$ cat src/rtl/exc_entry_pkg.sv
package exc_entry_pkg;

    localparam int XLEN        = 64;
    localparam int CAUSE_W     = 4;
    localparam int REASON_W    = 3;
    localparam int VEC_W       = 12;
    localparam int PREFIX_ONES = 44;

    typedef logic [XLEN-1:0] word_t;

    typedef enum logic [CAUSE_W-1:0] {
        CS_MCHK  = 4'd0,
        CS_DSTOR = 4'd1,
        CS_ISTOR = 4'd2,
        CS_ALIGN = 4'd3,
        CS_PROG  = 4'd4,
        CS_FPUN  = 4'd5,
        CS_SCALL = 4'd6,
        CS_FPAS  = 4'd7
    } cause_e;

    typedef enum logic [REASON_W-1:0] {
        SR_DIRECT  = 3'd0,
        SR_HASH    = 3'd1,
        SR_PROT    = 3'd2,
        SR_XVIOL   = 3'd3,
        SR_SEGMISS = 3'd4,
        SR_XDIS    = 3'd5
    } stor_reason_e;

    typedef enum logic [REASON_W-1:0] {
        PR_FPEN  = 3'd0,
        PR_ILL   = 3'd1,
        PR_PRIV  = 3'd2,
        PR_TRAP  = 3'd3,
        PR_OPTNL = 3'd4
    } prog_reason_e;

    // machine state bit positions, MSB-0
    localparam int MB_SF  = 0;
    localparam int MB_POW = 45;
    localparam int MB_EE  = 48;
    localparam int MB_PR  = 49;
    localparam int MB_FP  = 50;
    localparam int MB_FE0 = 52;
    localparam int MB_SE  = 53;
    localparam int MB_BE  = 54;
    localparam int MB_FE1 = 55;
    localparam int MB_IP  = 57;
    localparam int MB_IR  = 58;
    localparam int MB_DR  = 59;
    localparam int MB_RI  = 62;

    // fault status bit positions, MSB-0
    localparam int FS_DIRECT  = 32;
    localparam int FS_HASH    = 33;
    localparam int FS_PROT    = 36;
    localparam int FS_STORE   = 38;
    localparam int FS_SEGMISS = 42;
    localparam int FS_XVIOL   = 43;
    localparam int FS_XDIS    = 44;

    // saved-state reason bit positions, MSB-0
    localparam int SV_HASH    = 33;
    localparam int SV_DIRECT  = 35;
    localparam int SV_PROT    = 36;
    localparam int SV_SEGMISS = 42;
    localparam int SV_FPEN    = 43;
    localparam int SV_ILL     = 44;
    localparam int SV_PRIV    = 45;
    localparam int SV_TRAP    = 46;

    function automatic word_t mbit(input int k);
        word_t w;
        w = '0;
        w[XLEN-1-k] = 1'b1;
        return w;
    endfunction

    function automatic word_t mrange(input int lo, input int hi);
        word_t w;
        w = '0;
        for (int k = lo; k <= hi; k++) w[XLEN-1-k] = 1'b1;
        return w;
    endfunction

    localparam word_t MSR_ENTRY_CLR = mbit(MB_POW) | mbit(MB_EE) | mbit(MB_PR)
                                    | mbit(MB_FP)  | mbit(MB_FE0) | mbit(MB_SE)
                                    | mbit(MB_BE)  | mbit(MB_FE1) | mbit(MB_IR)
                                    | mbit(MB_DR)  | mbit(MB_RI);
    localparam word_t MSR_ENTRY_SET = mbit(MB_SF);
    localparam word_t SRR1_KEEP     = mrange(0, 32) | mrange(37, 41) | mrange(48, 63);
    localparam word_t PREFIX_BASE   = mrange(0, PREFIX_ONES-1);

    typedef struct packed {
        logic             ok;
        logic [VEC_W-1:0] vec;
        word_t            srr1_set;
        logic             dar_we;
        logic             dsisr_we;
        word_t            dsisr_val;
        logic             pc_plus4;
    } exc_dec_t;

    function automatic logic [VEC_W-1:0] vec_of(input cause_e c);
        case (c)
            CS_MCHK:  return VEC_W'(12'h200);
            CS_DSTOR: return VEC_W'(12'h300);
            CS_ISTOR: return VEC_W'(12'h400);
            CS_ALIGN: return VEC_W'(12'h600);
            CS_PROG:  return VEC_W'(12'h700);
            CS_FPUN:  return VEC_W'(12'h800);
            CS_SCALL: return VEC_W'(12'hC00);
            CS_FPAS:  return VEC_W'(12'hE00);
            default:  return '0;
        endcase
    endfunction

endpackage

$ cat src/rtl/exc_cause_decode.sv
module exc_cause_decode
    import exc_entry_pkg::*;
(
    input  logic [CAUSE_W-1:0]  cause_i,
    input  logic [REASON_W-1:0] reason_i,
    input  logic                is_store_i,
    output exc_dec_t            dec_o
);

    cause_e       cause;
    stor_reason_e sreason;
    prog_reason_e preason;
    word_t        store_bit;

    assign cause     = cause_e'(cause_i);
    assign sreason   = stor_reason_e'(reason_i);
    assign preason   = prog_reason_e'(reason_i);
    assign store_bit = is_store_i ? mbit(FS_STORE) : '0;

    always_comb begin
        dec_o           = '0;
        dec_o.ok        = 1'b1;
        dec_o.vec       = vec_of(cause);
        case (cause)
            CS_MCHK, CS_FPUN, CS_FPAS: ;
            CS_SCALL: dec_o.pc_plus4 = 1'b1;
            CS_DSTOR: begin
                dec_o.dar_we   = 1'b1;
                dec_o.dsisr_we = 1'b1;
                case (sreason)
                    SR_DIRECT:  dec_o.dsisr_val = mbit(FS_DIRECT)  | store_bit;
                    SR_HASH:    dec_o.dsisr_val = mbit(FS_HASH)    | store_bit;
                    SR_PROT:    dec_o.dsisr_val = mbit(FS_PROT)    | store_bit;
                    SR_XVIOL:   dec_o.dsisr_val = mbit(FS_XVIOL)   | store_bit;
                    SR_SEGMISS: dec_o.dsisr_val = mbit(FS_SEGMISS) | store_bit;
                    SR_XDIS:    dec_o.dsisr_val = mbit(FS_XDIS)    | store_bit;
                    default:    dec_o.ok = 1'b0;
                endcase
            end
            CS_ISTOR: begin
                case (sreason)
                    SR_DIRECT:  dec_o.srr1_set = mbit(SV_DIRECT);
                    SR_HASH:    dec_o.srr1_set = mbit(SV_HASH);
                    SR_PROT:    dec_o.srr1_set = mbit(SV_PROT);
                    SR_SEGMISS: dec_o.srr1_set = mbit(SV_SEGMISS);
                    default:    dec_o.ok = 1'b0;
                endcase
            end
            CS_ALIGN: begin
                dec_o.dar_we    = 1'b1;
                dec_o.dsisr_we  = 1'b1;
                dec_o.dsisr_val = '0;
            end
            CS_PROG: begin
                case (preason)
                    PR_FPEN:         dec_o.srr1_set = mbit(SV_FPEN);
                    PR_ILL, PR_OPTNL: dec_o.srr1_set = mbit(SV_ILL);
                    PR_PRIV:         dec_o.srr1_set = mbit(SV_PRIV);
                    PR_TRAP:         dec_o.srr1_set = mbit(SV_TRAP);
                    default:         dec_o.ok = 1'b0;
                endcase
            end
            default: dec_o.ok = 1'b0;
        endcase
        if (!dec_o.ok) begin
            dec_o.dar_we   = 1'b0;
            dec_o.dsisr_we = 1'b0;
        end
    end

endmodule

$ cat src/rtl/exc_state_calc.sv
module exc_state_calc
    import exc_entry_pkg::*;
#(
    parameter int PC_STEP = 4
) (
    input  word_t    msr_old_i,
    input  word_t    cia_i,
    input  exc_dec_t dec_i,
    output word_t    msr_new_o,
    output word_t    srr0_new_o,
    output word_t    srr1_new_o,
    output word_t    target_o
);

    localparam int PAD_W = XLEN - VEC_W;

    word_t base;

    assign msr_new_o  = (msr_old_i & ~MSR_ENTRY_CLR) | MSR_ENTRY_SET;
    assign srr1_new_o = (msr_old_i & SRR1_KEEP) | dec_i.srr1_set;
    assign srr0_new_o = dec_i.pc_plus4 ? (cia_i + XLEN'(PC_STEP)) : cia_i;
    assign base       = msr_new_o[XLEN-1-MB_IP] ? PREFIX_BASE : '0;
    assign target_o   = base + {{PAD_W{1'b0}}, dec_i.vec};

endmodule

$ cat src/rtl/exc_entry_unit.sv
module exc_entry_unit
    import exc_entry_pkg::*;
#(
    parameter int PC_STEP = 4
) (
    input  logic                clk,
    input  logic                rst,
    input  logic                req_valid_i,
    output logic                req_ready_o,
    input  logic [CAUSE_W-1:0]  cause_i,
    input  logic [REASON_W-1:0] reason_i,
    input  logic                is_store_i,
    input  logic [XLEN-1:0]     cia_i,
    input  logic [XLEN-1:0]     ea_i,
    input  logic [XLEN-1:0]     msr_i,
    output logic                taken_o,
    output logic [XLEN-1:0]     next_pc_o,
    output logic                double_fault_o,
    output logic                int_err_o,
    output logic [XLEN-1:0]     srr0_o,
    output logic [XLEN-1:0]     srr1_o,
    output logic [XLEN-1:0]     msr_o,
    output logic [XLEN-1:0]     dar_o,
    output logic [XLEN-1:0]     dsisr_o
);

    exc_dec_t dec;
    word_t    msr_new, srr0_new, srr1_new, target;
    logic     busy_q;
    logic     accept, commit;

    exc_cause_decode u_decode (
        .cause_i    (cause_i),
        .reason_i   (reason_i),
        .is_store_i (is_store_i),
        .dec_o      (dec)
    );

    exc_state_calc #(.PC_STEP(PC_STEP)) u_calc (
        .msr_old_i  (msr_i),
        .cia_i      (cia_i),
        .dec_i      (dec),
        .msr_new_o  (msr_new),
        .srr0_new_o (srr0_new),
        .srr1_new_o (srr1_new),
        .target_o   (target)
    );

    assign req_ready_o = ~busy_q;
    assign accept      = req_valid_i & req_ready_o;
    assign commit      = accept & dec.ok;

    always_ff @(posedge clk) begin
        if (rst) begin
            busy_q         <= 1'b0;
            taken_o        <= 1'b0;
            double_fault_o <= 1'b0;
            int_err_o      <= 1'b0;
        end else begin
            busy_q         <= accept;
            taken_o        <= commit;
            double_fault_o <= commit & ~msr_i[XLEN-1-MB_RI];
            int_err_o      <= accept & ~dec.ok;
        end
    end

    always_ff @(posedge clk) begin
        if (rst) begin
            next_pc_o <= '0;
            srr0_o    <= '0;
            srr1_o    <= '0;
            msr_o     <= '0;
        end else if (commit) begin
            next_pc_o <= target;
            srr0_o    <= srr0_new;
            srr1_o    <= srr1_new;
            msr_o     <= msr_new;
        end
    end

    always_ff @(posedge clk) begin
        if (rst) begin
            dar_o   <= '0;
            dsisr_o <= '0;
        end else if (commit) begin
            if (dec.dar_we)   dar_o   <= ea_i;
            if (dec.dsisr_we) dsisr_o <= dec.dsisr_val;
        end
    end

endmodule

$ cat config.mk
export PLATFORM = sky130hd
export DESIGN_NAME = exc_entry_unit
export DESIGN_NICKNAME = d
export VERILOG_FILES = /design/src/rtl/exc_entry_pkg.sv /design/src/rtl/exc_cause_decode.sv /design/src/rtl/exc_state_calc.sv /design/src/rtl/exc_entry_unit.sv
export SDC_FILE = /design/constraint.sdc
export NUM_CORES = 1
export LEC_CHECK = 0
export CORE_AREA = 4 4 229 231
export CTS_BUF_LIST = sky130_fd_sc_hd__clkbuf_4
export DETAILED_ROUTE_END_ITERATION = 7
export DIE_AREA = 0 0 233 235
export SYNTH_ARGS = -nofsm -noshare
export SYNTH_HDL_FRONTEND = slang
export SYNTH_SLANG_ARGS = --single-unit
$ cat constraint.sdc
create_clock -name clk -period 3.6 [get_ports clk]
set_clock_uncertainty 0.1 [all_clocks]
set_input_delay 0.36 -clock clk [delete_from_list [all_inputs] [get_ports clk]]
set_output_delay 0.36 -clock clk [all_outputs]
set_load 0.005 [all_outputs]
==> metrics.txt <==
Pre-antenna DRT Iters 5; DIE HEIGHT 235 µm; global-route wire length before repair 63500 µm; Slew @ Worst Pin 0.934 ns; clock sinks 215; Hold Path Cell Cnt 3; post-synthesis xor/xnor area fraction 3.36%; Reg2Reg Depth 6; top cell type's share of synthesized area 41.3%; die area 54800 µm²; Starting Density 20.8%; Core Footprint 50100 µm²; Critical Path End Type flip-flop; antenna violations before repair 6; Setup-failing EPs final 0; Post-CTS Resized 0; Die X 233 µm; Placement Setup Slack 0.257 ns; clk buf depth 3; Area Overhead vs Synth 65.7%; vias per inst 4.25; Num CTS Buffers 66; Crit Path Class in2reg; placed cells 2347; largest net degree at the start of global routing 108; max_cap viols 0; count leader, synth nand2_1; largest fanout on the critical path 13; Mapped Area 10400 µm²; final WL 41800 µm; WP data arrival 3.11 ns; # IOs 591; depth of the CTS H-tree 3; clk slew on worst S/H paths 0.06 ns; wire per inst 16.2 µm; Synth warnings 0; CTS tree built; Rows 82; asr flop ratio synth 0%; share of cells above drive strength 1 7.84%; met1 global-route usage 15.8%; gr busiest metal met2; ys flop type dfxtp_1; Cells after Synth 1318; DRC 0; minimum clock period 2.58 ns; Post-CTS Setup Bufs 0; IO Port Bufs 503; Synth Area in Compound Gates 13.0%; top cells by count, synth nand2_1, dfxtp_1, buf_4; Final WS setup 1.02 ns; Yosys cell types 51; RSZ-0062 raised after global routing false; Final GP Congestion 0.824; non-filler cells, final 2578; Final ANT Viol Nets 0; sequential area share after synthesis 41.3%; root buf cell clkbuf_4; nets 2061; Pleak 0.00605 µW; CP Launch Type input port; post-synth top area cell dfxtp_1; Seq cells post-synth 215; final period utilization 71.8%; Final Hold Viols 0; syn avg cell area 7.91 µm²; post-synthesis mux area share 0.192%; Setup TNS 0 ns; worst-skew pair later-pin latency 0.77 ns; aggregate global routing overflow 0; Post-synth EDFFs 0; hpwl dp 30500 µm; Worst Hold Class in2reg; adder-cell share of the synthesized area 0.840%; status completed; max-slew violation count 0; met3 Use GR 5.58%; gr usage total 14.6%; Slew HR 37.8%; number of DRC markers in iteration 0 353; vias in the first global route 11200; synth top area cells dfxtp_1, buf_4, nand2_1, a21oi_1, a211oi_1; routed vias 10900; largest family of logic cells by synthesized area simple AND/OR/NAND/NOR gates; Critical Path RT 4.12 ns; Highest Clock Rate 387 MHz; Max VDD drop 0.199 mV; Post-Synth Simple-Gate Area 24.6%; Hold Slack 0.118 ns; P per Cell Area 359 nW/µm²; M2 GR Usage 25.2%
[worst max-delay path: stages]
cell             delay (ns)
clkdlybuf4s50_1        0.46
inv_1                  0.15
ha_1                   0.37
nand3b_1               0.25
or4_1                  0.65
nor4_2                 0.25
buf_4                  0.24
a211oi_1               0.09
nor4_1                 0.29
[sequential cells by signal, indices dropped and copies added (netlist names), 4 cells and up]
register / flops
dsisr_o: 7
srr1_o: 19
next_pc_o: 4
dar_o: 64
srr0_o: 64
msr_o: 53
[cell usage in the layout (no fill, tap or decap), drive strengths merged, types with 3 or more instances in the layout]
cell type      Yosys  routed
buf              182      29
nand3b             3       3
nand2            305     305
and2               8       8
or4               10      10
nor4              31      31
clkdlybuf4s50      0     502
and4              28      28
nand4             19      19
ha                 7       7
or3                5       5
clkinv             0      17
nor3              22      22
a21oi            149     149
clkbuf            77      96
o31ai              3       3
dlygate4sd3        0     108
a311oi             4       4
inv               16      18
a211oi            57      57
nand3             22      22
o21ai              6       6
nor2b              5       5
and3               8       8
diode              0       5
xnor2             38      38
nor2              75      75
conb               1      86
dfxtp            215     215
[timing repair]
item	CTS	global route
endpoints found under the hold margin	119	0
hold buffers	108	0
setup endpoints to repair	0	0
[stage by stage]
stage / total power, µW / area (µm²) / utilization (%)
3_5_place_dp: 3630 / 15300 / 30.6
3_3_place_gp: 3610 / 15300 / 30.6
5_1_grt: 6580 / 17300 / 34.5
2_1_floorplan: 3060 / 10700 / -
4_1_cts: 6340 / 17300 / 34.5
6_report: 6200 / 17300 / 34.5
[kinds of logic (layout without fill, tap and decap cells)]
group           Yosys count  after routing
compound gates          229            229
xor+xnor                 40             40
fa+ha+maj                 7              7
buf+inv                 275            773
flops                   215            215
mux                       2              2
other cells               1             91
simple gates            549            549
[cell type report]
| type | count | area, µm² |
|---|---|---|
| diodes | 5 | 12.5 |
| clock inverters | 22 | 140 |
| multi-input cells | 913 | 4750 |
| well taps | 672 | 841 |
| inverters | 16 | 60.1 |
| flip-flops and latches | 215 | 4300 |
| repair buffers | 639 | 6450 |
| fillers | 5205 | 32800 |
| clock buffers | 96 | 721 |
[final timing paths]
check                                 from         end  slack [ns]
worst max-delay path            cause_i[0]  srr0_o[61]        1.02
worst min-delay path              msr_i[6]    msr_o[6]        0.12
worst max register to register      busy_q   dar_o[10]        1.62
worst min register to register   dar_o[23]   dar_o[23]        0.35
[report_power, final]
part	leakage, µW	total (µW)	switching (µW)	internal (µW)
sequential	0.00175	2550	66.5	2480
combinational	0.00380	1120	471	653
clock	0.000508	2530	1160	1370
total	0.00605	6200	1700	4510
[routing by layer]
layer | vias to the layer above | wire length (µm)
met3 | 93 | 3570
li1 | 5329 | -
met2 | 414 | 20500
met5 | - | 42
met1 | 5104 | 16200
met4 | 8 | 1490
Power figures use the tool's default switching activity.
